### config.mk
export PLATFORM = sky130hd
export DESIGN_NAME = amem_strobe_ctrl
export DESIGN_NICKNAME = d
export VERILOG_FILES = /design/src/rtl/amem_pkg.sv /design/src/rtl/amem_wait_filter.sv /design/src/rtl/amem_timing_sel.sv /design/src/rtl/amem_strobe_ctrl.sv
export SDC_FILE = /design/constraint.sdc
export NUM_CORES = 1
export LEC_CHECK = 0
export CORE_AREA = 2 2 85 107
export CTS_CLUSTER_DIAMETER = 100
export CTS_CLUSTER_SIZE = 8
export DETAILED_ROUTE_END_ITERATION = 7
export DIE_AREA = 0 0 87 109
export PLACE_DENSITY = 0.78
export RECOVER_POWER = 25
export SYNTH_ARGS = -nofsm -noshare
export SYNTH_HDL_FRONTEND = slang
export SYNTH_SLANG_ARGS = --single-unit
### constraint.sdc
create_clock -name clk -period 2.8 [get_ports clk]
set_clock_uncertainty 0.15 [all_clocks]
set_input_delay 0.84 -clock clk [delete_from_list [all_inputs] [get_ports clk]]
set_output_delay 0.84 -clock clk [all_outputs]
set_load 0.005 [all_outputs]
### src/rtl/amem_pkg.sv
`timescale 1ns/1ps
package amem_pkg;
    // Cycles of setup+strobe still ahead when the wait level is examined
    parameter int WAIT_LEAD = 4;
    // Synchronizer depth and minimum accepted pulse length, in clocks
    parameter int SYNC_STAGES = 2;
    parameter int MIN_PULSE = 2;

    typedef enum logic [1:0] {
        PH_IDLE   = 2'd0,
        PH_SETUP  = 2'd1,
        PH_STROBE = 2'd2,
        PH_HOLD   = 2'd3
    } phase_e;
endpackage

### src/rtl/amem_wait_filter.sv
`timescale 1ns/1ps
module amem_wait_filter #(
    parameter int STAGES = amem_pkg::SYNC_STAGES,
    parameter int PULSE  = amem_pkg::MIN_PULSE
) (
    input  logic clk,
    input  logic rst_n,
    input  logic wait_raw,
    output logic wait_ok
);
    localparam int LEN = STAGES + PULSE - 1;

    logic [LEN-1:0] sh_d, sh_q;

    always_comb begin
        sh_d = {sh_q[LEN-2:0], wait_raw};
    end

    always_ff @(posedge clk or negedge rst_n) begin
        if (!rst_n) sh_q <= '0;
        else        sh_q <= sh_d;
    end

    // Synchronized level must be high in PULSE consecutive samples
    assign wait_ok = &sh_q[LEN-1 -: PULSE];
endmodule

### src/rtl/amem_timing_sel.sv
`timescale 1ns/1ps
module amem_timing_sel #(
    parameter int CW = 4
) (
    input  logic          sel_we,
    input  logic          wait_en,
    input  logic [CW-1:0] rd_setup,
    input  logic [CW-1:0] rd_strobe,
    input  logic [CW-1:0] rd_hold,
    input  logic [CW-1:0] wr_setup,
    input  logic [CW-1:0] wr_strobe,
    input  logic [CW-1:0] wr_hold,
    output logic [CW-1:0] t_setup,
    output logic [CW-1:0] t_strobe,
    output logic [CW-1:0] t_hold,
    output logic          wait_elig
);
    localparam int NPH = 3;
    localparam logic [CW:0] LEAD = (CW+1)'(amem_pkg::WAIT_LEAD);

    logic [NPH-1:0][CW-1:0] pick_c;
    logic [NPH-1:0][CW-1:0] eff_c;

    always_comb begin
        if (sel_we) pick_c = {wr_hold, wr_strobe, wr_setup};
        else        pick_c = {rd_hold, rd_strobe, rd_setup};
    end

    // Zero in any phase field is raised to one cycle
    for (genvar g = 0; g < NPH; g++) begin : g_clamp
        assign eff_c[g] = (pick_c[g] == '0) ? CW'(1) : pick_c[g];
    end

    assign t_setup  = eff_c[0];
    assign t_strobe = eff_c[1];
    assign t_hold   = eff_c[2];
    assign wait_elig = wait_en && (({1'b0, eff_c[0]} + {1'b0, eff_c[1]}) > LEAD);
endmodule

### src/rtl/amem_strobe_ctrl.sv
`timescale 1ns/1ps
module amem_strobe_ctrl #(
    parameter int AW = 16,
    parameter int DW = 16,
    parameter int CW = 4
) (
    input  logic          clk,
    input  logic          rst_n,
    input  logic [CW-1:0] cfg_rd_setup,
    input  logic [CW-1:0] cfg_rd_strobe,
    input  logic [CW-1:0] cfg_rd_hold,
    input  logic [CW-1:0] cfg_wr_setup,
    input  logic [CW-1:0] cfg_wr_strobe,
    input  logic [CW-1:0] cfg_wr_hold,
    input  logic          cfg_wait_en,
    input  logic          host_req,
    input  logic          host_we,
    input  logic [AW-1:0] host_addr,
    input  logic [DW-1:0] host_wdata,
    output logic          host_ack,
    output logic [DW-1:0] host_rdata,
    output logic          mem_cs_n,
    output logic          mem_oe_n,
    output logic          mem_we_n,
    output logic [AW-1:0] mem_addr,
    output logic [DW-1:0] mem_dout,
    output logic          mem_dout_en,
    input  logic [DW-1:0] mem_din,
    input  logic          mem_wait
);
    import amem_pkg::*;

    localparam logic [CW:0]   LEAD = (CW+1)'(WAIT_LEAD);
    localparam logic [CW-1:0] ONE  = CW'(1);

    typedef struct packed {
        phase_e        ph;
        logic [CW-1:0] cnt;
        logic [CW-1:0] stb_len;
        logic [CW-1:0] hold_len;
        logic          elig;
        logic          stall;
        logic          we;
        logic [AW-1:0] addr;
        logic [DW-1:0] wdata;
        logic [DW-1:0] rdata;
        logic          ack;
    } ctl_t;

    ctl_t ctl_d, ctl_q;

    logic          wait_ok;
    logic [CW-1:0] sel_setup, sel_strobe, sel_hold;
    logic          sel_elig;
    logic [CW:0]   left_c;
    logic          probe_c;

    amem_wait_filter #(
        .STAGES(SYNC_STAGES),
        .PULSE (MIN_PULSE)
    ) wait_i (
        .clk     (clk),
        .rst_n   (rst_n),
        .wait_raw(mem_wait),
        .wait_ok (wait_ok)
    );

    amem_timing_sel #(.CW(CW)) tsel_i (
        .sel_we   (host_we),
        .wait_en  (cfg_wait_en),
        .rd_setup (cfg_rd_setup),
        .rd_strobe(cfg_rd_strobe),
        .rd_hold  (cfg_rd_hold),
        .wr_setup (cfg_wr_setup),
        .wr_strobe(cfg_wr_strobe),
        .wr_hold  (cfg_wr_hold),
        .t_setup  (sel_setup),
        .t_strobe (sel_strobe),
        .t_hold   (sel_hold),
        .wait_elig(sel_elig)
    );

    // Cycles of setup plus strobe still to run, this one included
    always_comb begin
        case (ctl_q.ph)
            PH_SETUP:  left_c = {1'b0, ctl_q.cnt} + {1'b0, ctl_q.stb_len};
            PH_STROBE: left_c = {1'b0, ctl_q.cnt};
            default:   left_c = '0;
        endcase
        probe_c = ctl_q.elig && (left_c == LEAD);
    end

    always_comb begin
        ctl_d     = ctl_q;
        ctl_d.ack = 1'b0;

        // Stall is armed only at the probe cycle, then follows the filtered level down
        if (probe_c) ctl_d.stall = wait_ok;
        else         ctl_d.stall = ctl_q.stall & wait_ok;

        case (ctl_q.ph)
            PH_IDLE: begin
                if (host_req) begin
                    ctl_d.ph       = PH_SETUP;
                    ctl_d.cnt      = sel_setup;
                    ctl_d.stb_len  = sel_strobe;
                    ctl_d.hold_len = sel_hold;
                    ctl_d.elig     = sel_elig;
                    ctl_d.stall    = 1'b0;
                    ctl_d.we       = host_we;
                    ctl_d.addr     = host_addr;
                    ctl_d.wdata    = host_wdata;
                end
            end
            PH_SETUP: begin
                if (ctl_q.cnt == ONE) begin
                    ctl_d.ph  = PH_STROBE;
                    ctl_d.cnt = ctl_q.stb_len;
                end else begin
                    ctl_d.cnt = ctl_q.cnt - ONE;
                end
            end
            PH_STROBE: begin
                if (!ctl_q.stall) begin
                    if (ctl_q.cnt == ONE) begin
                        ctl_d.ph  = PH_HOLD;
                        ctl_d.cnt = ctl_q.hold_len;
                        if (!ctl_q.we) ctl_d.rdata = mem_din;
                    end else begin
                        ctl_d.cnt = ctl_q.cnt - ONE;
                    end
                end
            end
            PH_HOLD: begin
                if (ctl_q.cnt == ONE) begin
                    ctl_d.ph    = PH_IDLE;
                    ctl_d.ack   = 1'b1;
                    ctl_d.stall = 1'b0;
                end else begin
                    ctl_d.cnt = ctl_q.cnt - ONE;
                end
            end
            default: ctl_d.ph = PH_IDLE;
        endcase
    end

    always_ff @(posedge clk or negedge rst_n) begin
        if (!rst_n) ctl_q <= '0;
        else        ctl_q <= ctl_d;
    end

    assign mem_cs_n    = (ctl_q.ph == PH_IDLE);
    assign mem_oe_n    = !((ctl_q.ph == PH_STROBE) && !ctl_q.we);
    assign mem_we_n    = !((ctl_q.ph == PH_STROBE) && ctl_q.we);
    assign mem_dout_en = (ctl_q.ph != PH_IDLE) && ctl_q.we;
    assign mem_addr    = ctl_q.addr;
    assign mem_dout    = ctl_q.wdata;
    assign host_ack    = ctl_q.ack;
    assign host_rdata  = ctl_q.rdata;
endmodule

# Yosys cells after proc, flatten, opt, wreduce, memory -nomap -nowiden

Cells that the tools add are included.

Input port bits: 78
Logic and storage cells: 67
Output and inout bits: 53
Bits in registers: 69

Reduce and logical (&&, ||, !) cells: 18
Add/subtract/negate cells: 3
Eq/ne operators: 11
Magnitude comparators: 1
Mux-type cells: 19
Bitwise logic cells: 3

Operator list:

| kind                | count |
|---|---|
| $mux 49             | 1 |
| $mux 4              | 6 |
| $pmux 6 s4          | 1 |
| $logic_not 4->1     | 3 |
| $mux 12             | 1 |
| $ne 2x2->1 const B  | 6 |
| $add 4x4->5         | 2 |
| $pmux 5 s2          | 1 |
| $mux 2              | 3 |
| $mux 6              | 1 |
| $eq 5x3->1 const B  | 1 |
| $gt 5x3->1 const B  | 1 |
| $logic_and 1x1->1   | 5 |
| $reduce_and 5->1    | 1 |
| $eq 2x2->1 const B  | 2 |
| $eq 4x1->1 const B  | 1 |
| $mux 1              | 4 |
| $reduce_and 2->1    | 2 |
| $reduce_and 4->1    | 1 |
| $sub 4x1->4 const B | 1 |
| $logic_not 1->1     | 3 |
| $reduce_and 3->1    | 1 |
| $eq 2x1->1 const B  | 1 |
| $logic_not 2->1     | 1 |
| 4 further kinds     | 5 |

# Logic depth before layout (Yosys ltp)

Word-level depth: 8
Gate-level depth with buffers: 12
Depth with buffers taken out: 10

# Cells and area by module

From an unflattened synthesis, not the netlist that was laid out.

Cell total of the unflattened synthesis: 296
Area total of the unflattened synthesis: 3,726.1 µm²

Modules (own cells, without submodules):

| module           | seq. area each (µm²) | area an instance (µm²) | cells each | times used |
|---|---|---|---|---|
| amem_strobe_ctrl | 1,651.6              | 3,306.9                | 259        | 1 |
| amem_timing_sel  | 0.0                  | 337.8                  | 33         | 1 |
| amem_wait_filter | 75.1                 | 81.3                   | 4          | 1 |

# Least setup slack after synthesis

No wires, ideal clock.

Path type: input to register
Start point: in host_we
End point: reg ctl_q[51] (netlist name)
Library setup time: 0.131 ns
Required time: 2.519 ns
Arrival time: 3.205 ns
Buffers on the path: 2
Slack: -0.686 ns
Stages on the path: 12
Cell sequence: clkbuf_1 buf_1 mux2i_1 inv_1 o31ai_1 ha_1 inv_1 fa_1 nor2b_1 o21ai_0 a311oi_1 o21ai_0

Cells in the longest elaborated chain, start to end: 6
Elaborated cells on any way between the ends: 8
Those cells by class: 1 x add/sub; 1 x order compare; 3 x mux; 3 x reduce/logical

RTL lines:

| what                 | RTL line                | text |
|---|---|---|
| from (decl)          | amem_strobe_ctrl.sv:17  | `input logic host_we,` |
| $mux 12 *            | amem_timing_sel.sv:25   | `if (sel_we) pick_c = {wr_hold, wr_strobe, wr_setup};` |
| $logic_not 4->1      | amem_timing_sel.sv:31   | `assign eff_c[g] = (pick_c[g] == '0) ? CW'(1) : pick_c[g];` |
| $mux 4 *             | amem_timing_sel.sv:31   |  |
| via sel_strobe[2]    | amem_strobe_ctrl.sv:53  | `logic [CW-1:0] sel_setup, sel_strobe, sel_hold;` |
| $add 4x4->5 *        | amem_timing_sel.sv:37   | `assign wait_elig = wait_en && (({1'b0, eff_c[0]} + {1'b0, eff_c[1]}) > LEAD);` |
| $gt 5x3->1 *         | amem_timing_sel.sv:37   |  |
| $logic_and 1x1->1 *  | amem_timing_sel.sv:37   |  |
| to (signal assigned) | amem_strobe_ctrl.sv:149 | `else ctl_q <= ctl_d;` |
| to (decl)            | amem_strobe_ctrl.sv:50  | `ctl_t ctl_d, ctl_q;` |

Mark *: on every way through the listed nets, which the timed path passes. The rest lies on a longest branch.
A chain may end at the register's enable or synchronous reset.

# Worst setup path in the final report

Same ends and word-level chain as after synthesis.

==> results_tabular.tex <==
\begin{tabular}{lr}
\hline
Metric & Value \\
\hline
\multicolumn{2}{l}{\textbf{Clocking}} \\
Skew-Pair Late Insertion Delay & 340 ps \\
H-tree levels & 3 \\
Clock transition time at the flip-flop clock pins of the worst setup and hold paths & 80 ps \\
Number of buffers on the longest clock path & 2 \\
CTS tree & yes \\
Total CTS buffers & 9 \\
Clock Sinks & 69 \\
Hold buffers post-CTS & 0 \\
CTS Root Cell & sky130\_fd\_sc\_hd\_\_clkbuf\_8 \\
\multicolumn{2}{l}{\textbf{Floorplanning}} \\
Die area & 9480 µm² \\
Area of the placeable core & between 8000 and 9000 µm² \\
Height of the die & around 110 µm \\
Starting utilization of the core area & 0.435 \\
IO Count & 131 \\
DIE WIDTH & around 87 µm \\
Site row count & 38 \\
\multicolumn{2}{l}{\textbf{Synthesis}} \\
Synthesized instance count & between 300 and 400 \\
Seq cells post-synth & 69 \\
Sequential cell area fraction in the yosys report & 0.466 \\
Synth warnings & 0 \\
Cell variety after synth & 46 \\
Number of flops mapped to enable cells by yosys & 0 \\
Top flip-flop cell by instance count after synthesis & sky130\_fd\_sc\_hd\_\_dfrtp\_1 \\
Cell area after technology mapping & $\sim$3700 µm² \\
Share of synthesized flip-flops with an asynchronous set or reset & 1.00 \\
Top cell type by total area after synthesis & sky130\_fd\_sc\_hd\_\_dfrtp\_1 \\
Post-synthesis net count & 403 \\
Post-synth top area share & 0.466 \\
Area contributors post-synth & sky130\_fd\_sc\_hd\_\_dfrtp\_1 47\%, sky130\_fd\_sc\_hd\_\_mux2\_2 13\%, sky130\_fd\_sc\_hd\_\_buf\_4 9.7\%, sky130\_fd\_sc\_hd\_\_ha\_1 4.7\%, sky130\_fd\_sc\_hd\_\_mux2\_4 4.1\% \\
Syn\_area\_per\_cell & 12.0 µm² \\
\multicolumn{2}{l}{\textbf{Timing}} \\
Period utilisation layout & 0.997 \\
Total count of max-transition violations in the final report & 70 \\
Max\_slew headroom & -0.123 \\
Final Hold Fails & 0 \\
Total Neg Setup Slack & 0 ps \\
Post-layout min period & 2790 ps \\
Unrepaired setup endpoints after global routing & true \\
Transition time of the tightest slew-check pin & between 1500 and 2000 ps \\
Final-report setup violation count & 0 \\
Fmax achieved & 358 MHz \\
\multicolumn{2}{l}{\textbf{Power and ir drop}} \\
PD cells & 490 nW/µm² \\
Peak supply drop & roughly 0.00032 V \\
Part of the total power dissipated in the clock network & 0.312 \\
Sequential cell fraction of total power & 0.444 \\
Share of total power in combinational logic & 0.244 \\
NetSw & 0.666 mW \\
Design internal power & 1.86 mW \\
Switching Share & 0.264 \\
Leakage component of the power & $\sim$2.3 nW \\
Overall power consumption & about 2.5 mW \\
\multicolumn{2}{l}{\textbf{Final layout}} \\
Fraction of final layout cells sized beyond drive strength 1 & 0.260 \\
Layout area overhead & 39.2\% \\
Final Util & 0.606 \\
Net count, final & 510 \\
Number of inserted diodes & 0 \\
\multicolumn{2}{l}{\textbf{Flow run}} \\
\# Max-Cap Violations & 1 \\
\multicolumn{2}{l}{\textbf{Run status}} \\
Run status & complete, but fails checks \\
Violated checks & capacitance limit, slew limit \\
\multicolumn{2}{l}{\textbf{Placed design}} \\
HPWL reported at the end of detailed placement & 6.07 mm \\
Final weighted congestion of routability-driven global placement & 0.865 \\
Port-buffer cells & 130 \\
\multicolumn{2}{l}{\textbf{Detailed routing}} \\
Total detailed-routing wirelength & 8.05 mm \\
Number of DRC markers after the initial detailed-route iteration & 87 \\
Antenna violation net count after detailed routing & 0 \\
DRC violations left & 0 \\
Routed wire length per instance & $\sim$15 µm \\
First-pass iteration count of the detailed router & 4 \\
Via count of the routed design & 2630 \\
Average vias per placed instance & 5.06 \\
\multicolumn{2}{l}{\textbf{Hold path}} \\
Hold Crit Start & wait\_i.sh\_q[0] \\
Type of the worst min-delay path & flop to flop \\
Worst Hold Path EP & wait\_i.sh\_q[1] \\
Cell depth of the worst min-delay path & 0 \\
\multicolumn{2}{l}{\textbf{Setup path}} \\
Worst Path Required & 2870 ps \\
Master of the slowest instance on the critical path & sky130\_fd\_sc\_hd\_\_fa\_1 \\
Data arrival time of the worst path & 2870 ps \\
Reg-to-reg startpoint & ctl\_q[56] \\
Worst R2R Setup Slack & 300 ps \\
Reg2Reg Capture Point & ctl\_q[50] \\
Highest fanout seen on the critical path & 7 \\
Worst Setup End Kind & flop \\
Type of the worst setup path & input port to flop \\
Cell depth of the worst flop-to-flop path & 7 \\
Kind of launch point of the worst setup path & input port \\
CP cell instances & buf\_12, buf\_6, mux2i\_4, inv\_2, o31ai\_4, ha\_2, inv\_2, fa\_1, nor2b\_1, o21ai\_1, a311oi\_1, o21ai\_1 \\
Slowest Stage Delay on Critical Path & 470 ps \\
\multicolumn{2}{l}{\textbf{Global routing}} \\
GRT Resource Usage Total & 0.168 \\
Initial antenna violation count & 0 \\
Global-route wire length before repair & 12.5 mm \\
Total overflow reported by the global router & 0 \\
Via count of the first global-routing pass & 2683 \\
Maximum number of pins on one net before global-route repair & 70 \\
\hline
\end{tabular}
placed cells by master (no fill, tap or decap), types with 2 or more instances in the layout:
cell                                n
sky130_fd_sc_hd__buf_4             22
sky130_fd_sc_hd__nor3b_1            2
sky130_fd_sc_hd__dfrtp_1           69
sky130_fd_sc_hd__nor3_1             5
sky130_fd_sc_hd__a21o_1             2
sky130_fd_sc_hd__nand3_1            3
sky130_fd_sc_hd__a31oi_1            3
sky130_fd_sc_hd__fa_1               2
sky130_fd_sc_hd__clkdlybuf4s50_1  116
sky130_fd_sc_hd__clkinv_2           2
sky130_fd_sc_hd__nor2_1             7
sky130_fd_sc_hd__mux2_2            41
sky130_fd_sc_hd__clkbuf_8           9
sky130_fd_sc_hd__buf_6              3
sky130_fd_sc_hd__dlygate4sd2_1      8
sky130_fd_sc_hd__a211oi_1           2
sky130_fd_sc_hd__ha_1              13
sky130_fd_sc_hd__mux2i_1            8
sky130_fd_sc_hd__clkinvlp_4         2
sky130_fd_sc_hd__nand2_1           15
sky130_fd_sc_hd__o31ai_1            4
sky130_fd_sc_hd__clkdlybuf4s15_1    2
sky130_fd_sc_hd__o32a_2             2
sky130_fd_sc_hd__o21ai_0            9
sky130_fd_sc_hd__nor2b_1            3
sky130_fd_sc_hd__a22oi_1            4
sky130_fd_sc_hd__inv_1             10
sky130_fd_sc_hd__xor2_1             2
sky130_fd_sc_hd__o21a_1             2
sky130_fd_sc_hd__inv_2              2
sky130_fd_sc_hd__buf_12             2
sky130_fd_sc_hd__dlymetal6s2s_1     2
sky130_fd_sc_hd__mux2_4            13
sky130_fd_sc_hd__o21ai_1            2
sky130_fd_sc_hd__o31ai_4            2
per-stage QoR:
| stage | std cells | worst slack, ps | instance area (µm²) | hold WS, ps |
|---|---|---|---|---|
| 3_3_place_gp | 496 | -807 | 4860 | 197 |
| 2_1_floorplan | 309 | -277 | 3740 | 181 |
| 5_1_grt | 520 | -82.1 | 5160 | 221 |
| 3_5_place_dp | 496 | -945 | 4860 | 188 |
| 6_report | 520 | 9.07 | 5160 | 207 |
| 4_1_cts | 517 | -165 | 5120 | 211 |
final cells by class:
cell class	instances	area [µm²]
clock buffers	9	124
clock inverters	6	63.8
fillers	706	3350
inverters	12	45.0
multi-input cells	167	1550
flip-flops and latches	69	1730
well taps	100	125
repair buffers	157	1530
synth_stat cells, drive strengths merged (3+ instances only):
library cell  number
buf               56
mux2              54
nand3              3
a22oi              4
dfrtp             69
nand2             16
ha                14
nor2               7
a31oi              3
mux2i              9
o31ai              6
o21ai             11
clkbuf             5
nor2b              3
nor3               5
inv               12
critical path, delay by kind of cell:
kind,cells,cell delay (ps)
adders and majority gates,2,700
AOI/OAI and AO/OA,4,660
buffers and inverters,4,310
muxes,1,220
and+or+nand+nor,1,130
state kept, by name, summed over array words and instances, names as in the netlist:
register / count
ctl_q: 17
host_rdata: 16
mem_addr: 16
mem_dout: 16
wait_i.sh_q: 3
host_ack: 1
logic make-up after synthesis:
kind of cell    after synthesis  synth area share
buf+inv                      73             0.131
flops                        69             0.466
mux                          63             0.199
simple gates                 43            0.0581
compound gates               42            0.0807
fa+ha+maj                    16            0.0581
xor+xnor                      3           0.00709
worst max-delay path by stage:
stage                        from   endpoint  cells past startpoint
after global placement    host_we  ctl_q[51]                     11
after global routing      host_we  ctl_q[51]                     12
after CTS                 host_we  ctl_q[51]                     13
after detailed placement  host_we  ctl_q[51]                     13
after floorplan           host_we  ctl_q[51]                     12
final                     host_we  ctl_q[51]                     12
power by group through the flow:
stage	clock [mW]	sequential (mW)	combinational [mW]
2_1_floorplan	0	1.12	0.356
3_3_place_gp	0	1.14	0.583
3_5_place_dp	0	1.14	0.601
4_1_cts	0.818	1.12	0.618
5_1_grt	0.862	1.13	0.675
6_report	0.788	1.12	0.615
routing by layer:
layer	global-route usage	up-vias	share of wire
li1	-	1246	-
met1	0.190	1306	0.38
met2	0.308	73	0.57
met3	0.0242	5	0.043
met4	0.0737	0	0.0087
met5	0	-	0
timing repair:
item                                    in CTS  in global routing
buffers inserted                             6                  4
endpoints found under the setup margin       1                  1
pin swaps                                    7                  7
resized for setup                           26                 10
Note: power is estimated with default switching activity, not from simulation.
